`config.mk`:
```
export PLATFORM = sky130hd
export DESIGN_NAME = uart_flag_ctrl
export DESIGN_NICKNAME = d
export VERILOG_FILES = /design/src/rtl/uart_flag_pkg.sv /design/src/rtl/uart_flag_cts_sync.sv /design/src/rtl/uart_flag_host.sv /design/src/rtl/uart_flag_bits.sv /design/src/rtl/uart_flag_ctrl.sv
export SDC_FILE = /design/constraint.sdc
export NUM_CORES = 1
export LEC_CHECK = 0
export BUFFER_PORTS_ARGS = -buffer_cell sky130_fd_sc_hd__buf_2
export CAP_MARGIN = 20
export CORE_MARGIN = 4
export CORE_UTILIZATION = 48
export CTS_BUF_LIST = sky130_fd_sc_hd__clkbuf_4 sky130_fd_sc_hd__clkbuf_8
export DETAILED_ROUTE_END_ITERATION = 16
export GPL_ROUTABILITY_DRIVEN = 0
export GPL_TIMING_DRIVEN = 0
export HOLD_SLACK_MARGIN = 0.08
export PLACE_DENSITY = 0.82
export SYNTH_ARGS = -nofsm -noshare
export SYNTH_HDL_FRONTEND = slang
export SYNTH_SLANG_ARGS = --single-unit
```
`constraint.sdc`:
```
create_clock -name clk -period 1.6 [get_ports clk]
set_input_delay 0.24 -clock clk [delete_from_list [all_inputs] [get_ports clk]]
set_output_delay 0.24 -clock clk [all_outputs]
set_load 0.02 [all_outputs]
```
`src/rtl/uart_flag_pkg.sv`:
```
package uart_flag_pkg;
   localparam int NUM_FLAGS = 5;
   localparam int F_RXRDY   = 0;
   localparam int F_TXEMP   = 1;
   localparam int F_TXDONE  = 2;
   localparam int F_CTSCHG  = 3;
   localparam int F_BREAK   = 4;

   localparam int REQ_RXFLUSH = 0;
   localparam int REQ_TXFLUSH = 1;

   typedef enum logic [2:0] {
      A_STATUS  = 3'd0,
      A_IRQEN   = 3'd1,
      A_CLEAR   = 3'd2,
      A_REQUEST = 3'd3,
      A_TXDATA  = 3'd4,
      A_RXDATA  = 3'd5
   } reg_addr_e;

   typedef struct packed {
      logic clr_txdone;
      logic clr_cts;
      logic clr_brk;
      logic tx_wr;
      logic rx_rd;
      logic rx_flush;
      logic tx_flush;
   } host_evt_t;
endpackage

```
`src/rtl/uart_flag_cts_sync.sv`:
```
module uart_flag_cts_sync #(
   parameter int   STAGES  = 2,
   parameter logic RST_LVL = 1'b1
) (
   input  logic clk,
   input  logic rst_n,
   input  logic cts_async,
   input  logic fc_en,
   output logic toggle_o
);
   logic [STAGES-1:0] sync_q;
   logic              prev_q;
   logic              synced;

   always_ff @(posedge clk or negedge rst_n) begin
      if (!rst_n) begin
         sync_q <= {STAGES{RST_LVL}};
         prev_q <= RST_LVL;
      end else begin
         sync_q <= {sync_q[STAGES-2:0], cts_async};
         prev_q <= synced;
      end
   end

   assign synced   = sync_q[STAGES-1];
   assign toggle_o = fc_en && (synced ^ prev_q);
endmodule

```
`src/rtl/uart_flag_host.sv`:
```
module uart_flag_host
   import uart_flag_pkg::*;
#(
   parameter int ADDR_W = 3,
   parameter int DATA_W = 8
) (
   input  logic                 clk,
   input  logic                 rst_n,
   input  logic                 rd_en,
   input  logic                 wr_en,
   input  logic [ADDR_W-1:0]    addr,
   input  logic [DATA_W-1:0]    wdata,
   input  logic [NUM_FLAGS-1:0] flags_i,
   output host_evt_t            evt_o,
   output logic [NUM_FLAGS-1:0] irq_en_o,
   output logic [DATA_W-1:0]    rdata
);
   localparam int PAD_W = DATA_W - NUM_FLAGS;

   logic wr_clear, wr_req, wr_en_reg, wr_txd, rd_rxd;
   logic [NUM_FLAGS-1:0] en_q;
   logic unused_wdata;

   assign wr_clear  = wr_en && (addr == ADDR_W'(A_CLEAR));
   assign wr_req    = wr_en && (addr == ADDR_W'(A_REQUEST));
   assign wr_en_reg = wr_en && (addr == ADDR_W'(A_IRQEN));
   assign wr_txd    = wr_en && (addr == ADDR_W'(A_TXDATA));
   assign rd_rxd    = rd_en && (addr == ADDR_W'(A_RXDATA));
   assign unused_wdata = ^wdata;

   always_ff @(posedge clk or negedge rst_n) begin
      if (!rst_n)         en_q <= '0;
      else if (wr_en_reg) en_q <= wdata[NUM_FLAGS-1:0];
   end

   always_comb begin
      evt_o            = '0;
      evt_o.clr_txdone = wr_clear && wdata[F_TXDONE];
      evt_o.clr_cts    = wr_clear && wdata[F_CTSCHG];
      evt_o.clr_brk    = wr_clear && wdata[F_BREAK];
      evt_o.tx_wr      = wr_txd;
      evt_o.rx_rd      = rd_rxd;
      evt_o.rx_flush   = wr_req && wdata[REQ_RXFLUSH];
      evt_o.tx_flush   = wr_req && wdata[REQ_TXFLUSH];
   end

   generate
      if (PAD_W > 0) begin : g_pad
         always_comb begin
            rdata = '0;
            if (rd_en) begin
               if (addr == ADDR_W'(A_STATUS))     rdata = {{PAD_W{1'b0}}, flags_i};
               else if (addr == ADDR_W'(A_IRQEN)) rdata = {{PAD_W{1'b0}}, en_q};
            end
         end
      end else begin : g_nopad
         always_comb begin
            rdata = '0;
            if (rd_en) begin
               if (addr == ADDR_W'(A_STATUS))     rdata = flags_i;
               else if (addr == ADDR_W'(A_IRQEN)) rdata = en_q;
            end
         end
      end
   endgenerate

   assign irq_en_o = en_q;
endmodule

```
`src/rtl/uart_flag_bits.sv`:
```
module uart_flag_bits
   import uart_flag_pkg::*;
#(
   parameter bit HAS_BREAK = 1'b1
) (
   input  logic                 clk,
   input  logic                 rst_n,
   input  logic                 tx_load,
   input  logic                 tx_frame_done,
   input  logic                 tx_en,
   input  logic                 tx_busy,
   input  logic                 rx_xfer,
   input  logic                 cts_toggle,
   input  logic                 brk_det,
   input  host_evt_t            evt,
   output logic [NUM_FLAGS-1:0] flags_o
);
   localparam logic [NUM_FLAGS-1:0] FLAG_RST = NUM_FLAGS'(1) << F_TXEMP;

   logic [NUM_FLAGS-1:0] set_vec, clr_vec;

   always_comb begin
      set_vec = '0;
      clr_vec = '0;
      set_vec[F_RXRDY]  = rx_xfer;
      clr_vec[F_RXRDY]  = evt.rx_rd || evt.rx_flush;
      set_vec[F_TXEMP]  = tx_load;
      clr_vec[F_TXEMP]  = evt.tx_wr || evt.tx_flush;
      set_vec[F_TXDONE] = (tx_frame_done && flags_o[F_TXEMP]) || (!tx_en && !tx_busy);
      clr_vec[F_TXDONE] = evt.tx_wr || evt.clr_txdone;
      set_vec[F_CTSCHG] = cts_toggle;
      clr_vec[F_CTSCHG] = evt.clr_cts;
      set_vec[F_BREAK]  = brk_det;
      clr_vec[F_BREAK]  = evt.clr_brk;
   end

   generate
      for (genvar i = 0; i < NUM_FLAGS; i++) begin : g_flag
         if (i == F_BREAK && !HAS_BREAK) begin : g_absent
            logic unused_brk;
            assign unused_brk = set_vec[i] ^ clr_vec[i];
            assign flags_o[i] = 1'b0;
         end else begin : g_store
            logic q;
            always_ff @(posedge clk or negedge rst_n) begin
               if (!rst_n)          q <= FLAG_RST[i];
               else if (set_vec[i]) q <= 1'b1;
               else if (clr_vec[i]) q <= 1'b0;
            end
            assign flags_o[i] = q;
         end
      end
   endgenerate
endmodule

```
`src/rtl/uart_flag_ctrl.sv`:
```
module uart_flag_ctrl
   import uart_flag_pkg::*;
#(
   parameter int   ADDR_W      = 3,
   parameter int   DATA_W      = 8,
   parameter int   SYNC_STAGES = 2,
   parameter bit   HAS_BREAK   = 1'b1,
   parameter logic CTS_RST_LVL = 1'b1
) (
   input  logic                 clk,
   input  logic                 rst_n,
   input  logic                 tx_load,
   input  logic                 tx_frame_done,
   input  logic                 tx_en,
   input  logic                 tx_busy,
   input  logic                 rx_xfer,
   input  logic                 brk_det,
   input  logic                 cts_async,
   input  logic                 cts_fc_en,
   input  logic                 rd_en,
   input  logic                 wr_en,
   input  logic [ADDR_W-1:0]    addr,
   input  logic [DATA_W-1:0]    wdata,
   output logic [DATA_W-1:0]    rdata,
   output logic [NUM_FLAGS-1:0] flags_o,
   output logic                 irq
);
   generate
      if (SYNC_STAGES < 2) begin : g_bad_sync
         $error("uart_flag_ctrl: SYNC_STAGES must be at least 2");
      end
      if (ADDR_W < 3) begin : g_bad_addr
         $error("uart_flag_ctrl: ADDR_W must be at least 3");
      end
      if (DATA_W < NUM_FLAGS) begin : g_bad_data
         $error("uart_flag_ctrl: DATA_W must hold every flag");
      end
   endgenerate

   host_evt_t            evt;
   logic [NUM_FLAGS-1:0] irq_en;
   logic                 cts_toggle;

   uart_flag_cts_sync #(.STAGES(SYNC_STAGES), .RST_LVL(CTS_RST_LVL)) u_cts (
      .clk(clk), .rst_n(rst_n), .cts_async(cts_async), .fc_en(cts_fc_en),
      .toggle_o(cts_toggle)
   );

   uart_flag_host #(.ADDR_W(ADDR_W), .DATA_W(DATA_W)) u_host (
      .clk(clk), .rst_n(rst_n), .rd_en(rd_en), .wr_en(wr_en), .addr(addr),
      .wdata(wdata), .flags_i(flags_o), .evt_o(evt), .irq_en_o(irq_en),
      .rdata(rdata)
   );

   uart_flag_bits #(.HAS_BREAK(HAS_BREAK)) u_bits (
      .clk(clk), .rst_n(rst_n), .tx_load(tx_load), .tx_frame_done(tx_frame_done),
      .tx_en(tx_en), .tx_busy(tx_busy), .rx_xfer(rx_xfer), .cts_toggle(cts_toggle),
      .brk_det(brk_det), .evt(evt), .flags_o(flags_o)
   );

   assign irq = |(flags_o & irq_en);
endmodule

```
==> metrics.yaml, run 1 <==
run_status: "completed"
drive_gt1_share_pct: 51.9
n_antenna_cell: 0
drt_iter0_markers: 6
peakVddDrop_mv: 0.632
n_fill_cell: 105
num_io_pins: 37
max_freq_ghz: 0.650
cts_num_sinks: 13
critPathRequiredTime_ns: 1.36
grtUsageMet2_pct: 29.5
synth_area_um2: 723
grt_max_degree: 14
synth_edf_count: 0
p_leak_uw: 0.000480
vias_per_cell: 4.85
timing.final.hold_violations: 0
finalInstanceArea_um2: 960
final_cell_mix: "buf_2 (29), buf_4 (11), dfrtp_1 (9)"
port_buffers: 29
setup_violations: 0
fin_crit_ns: 1.54
synth_seq_cells: 13
overflow: 0
hold-worst-slack_ns: 0.131
crit_type: "flop to primary output"
syn_area_per_cell_um2: 11.1
hpwl_mm: 1.28
slowest_delay_ns: 0.41
finalClockSkew_ns: 0.000204
muxShareOfSynthArea_pct: 17.3
register_area_um2: 330
cp.arrival_ns: 1.30
timing.final.crit_share_pct: 96.2
synth_top_area_share_pct: 31.1
antenna_found_initial: 0
multi_input_area_um2: 318
ys_warn_count: 0
h-tree-depth: 1
crit_chain: "a222oi_1 -> nand2_1 -> buf_2"
hold_class: "input pin to flop"
grt_use_total_pct: 17.0
setup_slack_ns: 0.0613
ys_types: 25
core_um2: 1370
die_height_um: 46.8
met1_usage_pct: 19.9
yosys.area_share.simple_pct: 12.6
yosys.area.top_type: "dfrtp_1"
dpl_cell_area_um2: 895
synth_top_family_by_area: "multiplexers"
slew_violations: 0
ys.flop_type: "dfrtp_1"
cp_max_fo: 3
postRouteAntennaNets: 0
synth_compound_area_share_pct: 11.2
firstDrtPassIters: 4
die_area_um2: 2190
synth_fa_ha_area_share_pct: 0
layout.nets: 128
cts_tree: "built"
synthArstFlopShare_pct: 100
rsz0062_at_grt: "true"
grt_pass1_wl_mm: 2.64
synth_xor_xnor_area_share_pct: 1.21
dpl_worst_slack_ns: 0.334
path_clk_slew_ns: 0.09
cts-root-buf: "clkbuf_4"
cts_buffers: 3
grt-busiest-layer: "met2"
grt_pass1_vias: 621
cp_slowest_cell: "dfrtp_1"
cap_violations: 0
clk_path_buf_depth: 2
seq_area_frac_synth_pct: 45.7
rows: 13
clock_latency_ns: 0.28
vias: 577
power.density_nw_per_um2: 873
wl_per_cell_um: 13.8
synth_area_leaders: "dfrtp_1 (31%), dfstp_2 (15%), mux2_4 (10%)"
dieWidth_um: 46.8
area_growth_pct: 32.7
critPathCaptureType: "primary output"
finalWirelength_mm: 1.65
drc: 0
crit_path_start_kind: "flop"
start_util_pct: 52.9
final_common_cell: "buf_2"
synth_cells: 65
grt_use_met3_pct: 5.75
kinds of logic (layout without fill, tap and decap cells):
| family | after synthesis | after routing |
|---|---|---|
| buffers and inverters | 11 | 48 |
| AND/OR/NAND/NOR | 19 | 19 |
| multiplexers | 10 | 10 |
| flip-flops | 13 | 13 |
| other | 1 | 3 |
| XOR/XNOR | 1 | 1 |
| AO/OA/AOI/OAI | 10 | 10 |
layout make-up:
type / instances / area share (%)
sequential: 13 / 34.4
multi-input combinational: 43 / 33.1
timing repair buffer: 33 / 18.8
buffer: 10 / 8.21
clock buffer: 4 / 3.13
tap: 15 / 1.96
inverter: 1 / 0.391
metrics by stage:
| step | utilization (%) | cells | total power [uW] | TNS [ns] |
|---|---|---|---|---|
| finish | 70.2 | 119 | 838 | 0 |
| global route | 70.2 | 119 | 882 | -0.0560 |
| CTS | 69.1 | 117 | 832 | 0 |
| detailed placement | 65.5 | 111 | 605 | 0 |
| global placement | 65.5 | 111 | 596 | 0 |
| floorplan | - | 67 | 536 | 0 |
final timing paths:
kind | start | endpoint | slack [ns] | cells after the start
max in group asynchronous | rst_n | u_cts.sync_q[1]$_DFF_PN1_ | 0.96 | 2
setup / recovery | u_host.irq_en_o[3]$_DFFE_PN0P_ | irq | 0.06 | 3
hold / removal | tx_load | u_bits.g_flag[1].g_store.q$_DFFE_PN1P_ | 0.13 | 2
setup reg to reg | u_cts.sync_q[1]$_DFF_PN1_ | u_bits.g_flag[3].g_store.q$_DFFE_PN0P_ | 0.70 | 2
min in group asynchronous | rst_n | u_bits.g_flag[0].g_store.q$_DFFE_PN0P_ | 0.36 | 2
hold reg to reg | u_cts.sync_q[0]$_DFF_PN1_ | u_cts.sync_q[1]$_DFF_PN1_ | 0.36 | 0
registers in the layout (all words and copies together) (netlist names):
signal / flops
u_cts.prev_q: 1
u_cts.sync_q: 2
u_host.irq_en_o: 5
u_bits.g_flag.g_store.q: 5
synthesized netlist by cell type (2+ instances only):
master and count:
buf_4 9, mux2i_1 5, dfrtp_1 9, mux2_4 5, dfstp_2 4, nand3_1 2
nor2_1 8, a21o_1 2, nor2b_1 3, nand2_1 3
worst max-delay path, delay by kind of cell (launching register included):
kind                   cells  cell delay, ns
AND/OR/NAND/NOR            1            0.10
buffers and inverters      1            0.17
AO/OA/AOI/OAI              1            0.34
flip-flops                 1            0.41
report_power, final:
| group | switching [uW] | internal (uW) | total, uW | leakage [uW] |
|---|---|---|---|---|
| combinational | 88.1 | 114 | 202 | 0.000323 |
| clock | 118 | 114 | 232 | 0.0000184 |
| sequential | 33.2 | 371 | 404 | 0.000139 |
layer usage:
layer	vias up	share of wire (%)
li1	296	-
met1	261	41
met2	18	52
met3	2	5.7
met4	0	0.97
met5	-	0
repair_timing:
item                                    CTS  global route
hold endpoints to repair                 10             0
resized for setup                         0             0
endpoints found under the setup margin    0             1
hold buffers                              2             0
setup buffers                             0             2
Power figures use the tool's default switching activity.
==> run 2, diff against run 1 <==
--- a/config.mk
+++ b/config.mk
@@ -14,7 +14,8 @@
 export GPL_ROUTABILITY_DRIVEN = 0
 export GPL_TIMING_DRIVEN = 0
 export HOLD_SLACK_MARGIN = 0.08
-export PLACE_DENSITY = 0.82
+export PLACE_DENSITY = 0.81
 export SYNTH_ARGS = -nofsm -noshare
 export SYNTH_HDL_FRONTEND = slang
+export SYNTH_HIERARCHICAL = 1
 export SYNTH_SLANG_ARGS = --single-unit
==> run 2 against run 1 <==
Clock skew about the same. Cell count decreased by 1.7%. Worst setup slack improved by 0.024 ns. Critical path depth stayed put. Maximum frequency rose by 1.6%. Synthesized cell count is 3.1% higher.
==> metrics.yaml, run 2 <==
cts-root-buf: "clkbuf_4"
yosys-top-cells-count: "buf_4 (10), dfrtp_1 (9), nor2_1 (9)"
path_clk_slew_ns: 0.08  # about the same
rsz0062_at_grt: "true"
start_util_pct: 53.9  # +1.0 points
drt_iter0_markers: 8  # +2
final_common_cell: "buf_2"
r2r_cells: 3  # +1
synthArstFlopShare_pct: 100  # unchanged
grt_pass1_vias: 554  # -11%
crit_path_start_kind: "flop"
max_freq_ghz: 0.660  # +1.6%
run_status: "completed"
cp_slowest_cell: "dfrtp_1"
cp.arrival_ns: 1.27  # -0.03 ns
crit_type: "flop to primary output"
fin_crit_ns: 1.51  # -0.0241 ns
cts_tree: "built"
p_leak_uw: 0.000470  # -2.1%
die_height_um: 47.4  # +1.3%
post-synth-top-count-cell: "buf_4"
layout.nets: 126  # -1.6%
postRouteAntennaNets: 0  # unchanged
setup_slack_ns: 0.0854  # +0.0241 ns
rows: 13  # unchanged
die_area_um2: 2250  # +2.6%
synth_area_leaders: "dfrtp_1 (30%), dfstp_2 (14%), buf_4 (10%)"
antenna_found_initial: 0  # unchanged
synth_cells: 67  # +3.1%
stdcell_count: 117  # -1.7%
area_growth_pct: 28.5
hpwl_mm: 1.19  # -6.8%
r2r_slack_ns: 0.61  # -0.09 ns
synth_area_um2: 746  # +3.1%
syn_area_per_cell_um2: 11.1  # about the same
yosys.area.top_type: "dfrtp_1"
dpl_worst_slack_ns: 0.232  # -0.103 ns
dpl_cell_area_um2: 917  # +2.5%
core_um2: 1380  # +1.2%
clk_path_buf_depth: 2  # unchanged
port_buffers: 29  # unchanged
synth_compound_area_share_pct: 7.72  # -3.5 points
whs_path_depth: 2  # unchanged
overflow: 0  # unchanged
cts_num_sinks: 13  # unchanged
cp_top_family: "flip-flops"
power.density_nw_per_um2: 828  # -5.1%
h-tree-depth: 1  # unchanged
ys_warn_count: 6  # +6
worstSetupPathDepth: 3  # unchanged
synth_seq_cells: 13  # unchanged
drive_gt1_share_pct: 52.9  # +1.0 points
slew_violations: 0  # unchanged
grt_max_degree: 14  # unchanged
vias_per_cell: 4.76  # -1.8%
crit_chain: "a222oi_1 -> nand2_1 -> buf_6"
finalInstanceArea_um2: 958  # -0.13%
timing.final.hold_violations: 0  # unchanged
n_antenna_cell: 0  # unchanged
finalWirelength_mm: 1.44  # -12%
clock_latency_ns: 0.26  # -0.02 ns
synth_top_area_share_pct: 30.2  # -0.94 points
seq_area_frac_synth_pct: 44.3  # -1.4 points
ys_types: 20  # -20%
finalPower_uw: 794  # -5.3%
cts_buffers: 3  # unchanged
num_io_pins: 37  # unchanged
firstDrtPassIters: 4  # unchanged
synth_edf_count: 0  # unchanged
drc: 0  # unchanged
path_buf_inv: 1  # unchanged
finalClockSkew_ns: 0.000301  # +0.0000966 ns
critPathRequiredTime_ns: 1.36  # about the same
synth_top_family_by_area: "simple AND/OR/NAND/NOR gates"
dp_cells: 113  # +1.8%
final_cell_mix: "buf_2 (28), nor2_1 (9), dfrtp_1 (9)"
grt_pass1_wl_mm: 2.26  # -14%
setup_violations: 0  # unchanged
timing.final.crit_share_pct: 94.7  # -1.5 points
ys.flop_type: "dfrtp_1"
dieWidth_um: 47.4  # +1.3%
peakVddDrop_mv: 0.595  # -5.9%
critPathCaptureType: "primary output"
cp_max_fo: 3  # unchanged
slowest_delay_ns: 0.39  # -0.02 ns
muxShareOfSynthArea_pct: 14.3  # -3.0 points
grt_use_total_pct: 14.5  # -2.4 points
wl_per_cell_um: 12.3  # -11%
final_core_utilization_pct: 69.3  # -0.92 points
hold_class: "input pin to flop"
yosys.area_share.simple_pct: 19.5  # +6.8 points
vias: 557  # -3.5%
synth_xor_xnor_area_share_pct: 1.17  # -0.037 points
synth_fa_ha_area_share_pct: 0  # unchanged
cap_violations: 0  # unchanged
-- run 2: cell count changes in the layout (fill, tap and decap cells not counted), moves of 3 or more --
cell     previous run  this run
buf_4              11         8
nor2b_1             3         0
and2_1              0         6
mux2_4              5         0
mux2_2              0         5
-- run 2: final timing paths --
kind                                           startpoint                                      to
max in group asynchronous                           rst_n               u_cts/sync_q[0]$_DFF_PN1_
min                                               brk_det  u_bits/g_flag[4].g_store.q$_DFFE_PN0P_
min in group asynchronous                           rst_n  u_bits/g_flag[2].g_store.q$_DFFE_PN0P_
min reg2reg                     u_cts/sync_q[0]$_DFF_PN1_               u_cts/sync_q[1]$_DFF_PN1_
max                        u_host/irq_en_o[0]$_DFFE_PN0P_                                     irq
max reg2reg                     u_cts/sync_q[1]$_DFF_PN1_  u_bits/g_flag[3].g_store.q$_DFFE_PN0P_
-- run 2: timing repair --
| item | 4_1_cts | 5_1_grt |
|---|---|---|
| resized for setup | 2 | 0 |
| gates cloned | 0 | 0 |
| hold buffers | 2 | 0 |
| pin swaps | 2 | 2 |
| setup endpoints to repair | 1 | 1 |
| buffers inserted | 0 | 1 |
| endpoints found under the hold margin | 10 | 0 |
-- run 2: power breakdown --
group          internal, uW  switching, uW
Clock                   113           99.3
Sequential              370           27.7
Combinational           100           82.5
-- run 2: through the flow --
stage          hold WS (ns)  setup TNS, ns
3_5_place_dp          0.133              0
3_3_place_gp          0.134              0
4_1_cts               0.142              0
5_1_grt               0.147        -0.0171
2_1_floorplan       -0.0556              0
6_report              0.153              0
-- run 2: per-layer routing --
metal	part of all wire [%]	wire length [um]	global-route usage [%]	vias to the layer above
li1	-	-	-	290
met1	45	650	18.9	247
met2	47	674	23.0	18
met3	7.8	113	3.38	2
met4	0.28	4	6.63	0
met5	0	0	0	-
-- run 2: cell type report --
type / instances / area [um2]
Buffer: 8 / 63.8
Clock buffer: 4 / 30.0
Fill cell: 111 / 424
Inverter: 2 / 7.51
Multi-Input combinational cell: 43 / 329
Sequential cell: 13 / 330
Tap cell: 15 / 18.8
Timing Repair Buffer: 32 / 179
-- run 2: kinds of logic (layout without fill, tap and decap cells) --
kind of cell,Yosys count,in the layout
xor gates and xnor gates,1,1
AOI/OAI and AO/OA,7,7
DFF,13,13
other,1,3
buffers and inverters,13,46
muxes,10,10
and+or+nand+nor,22,22
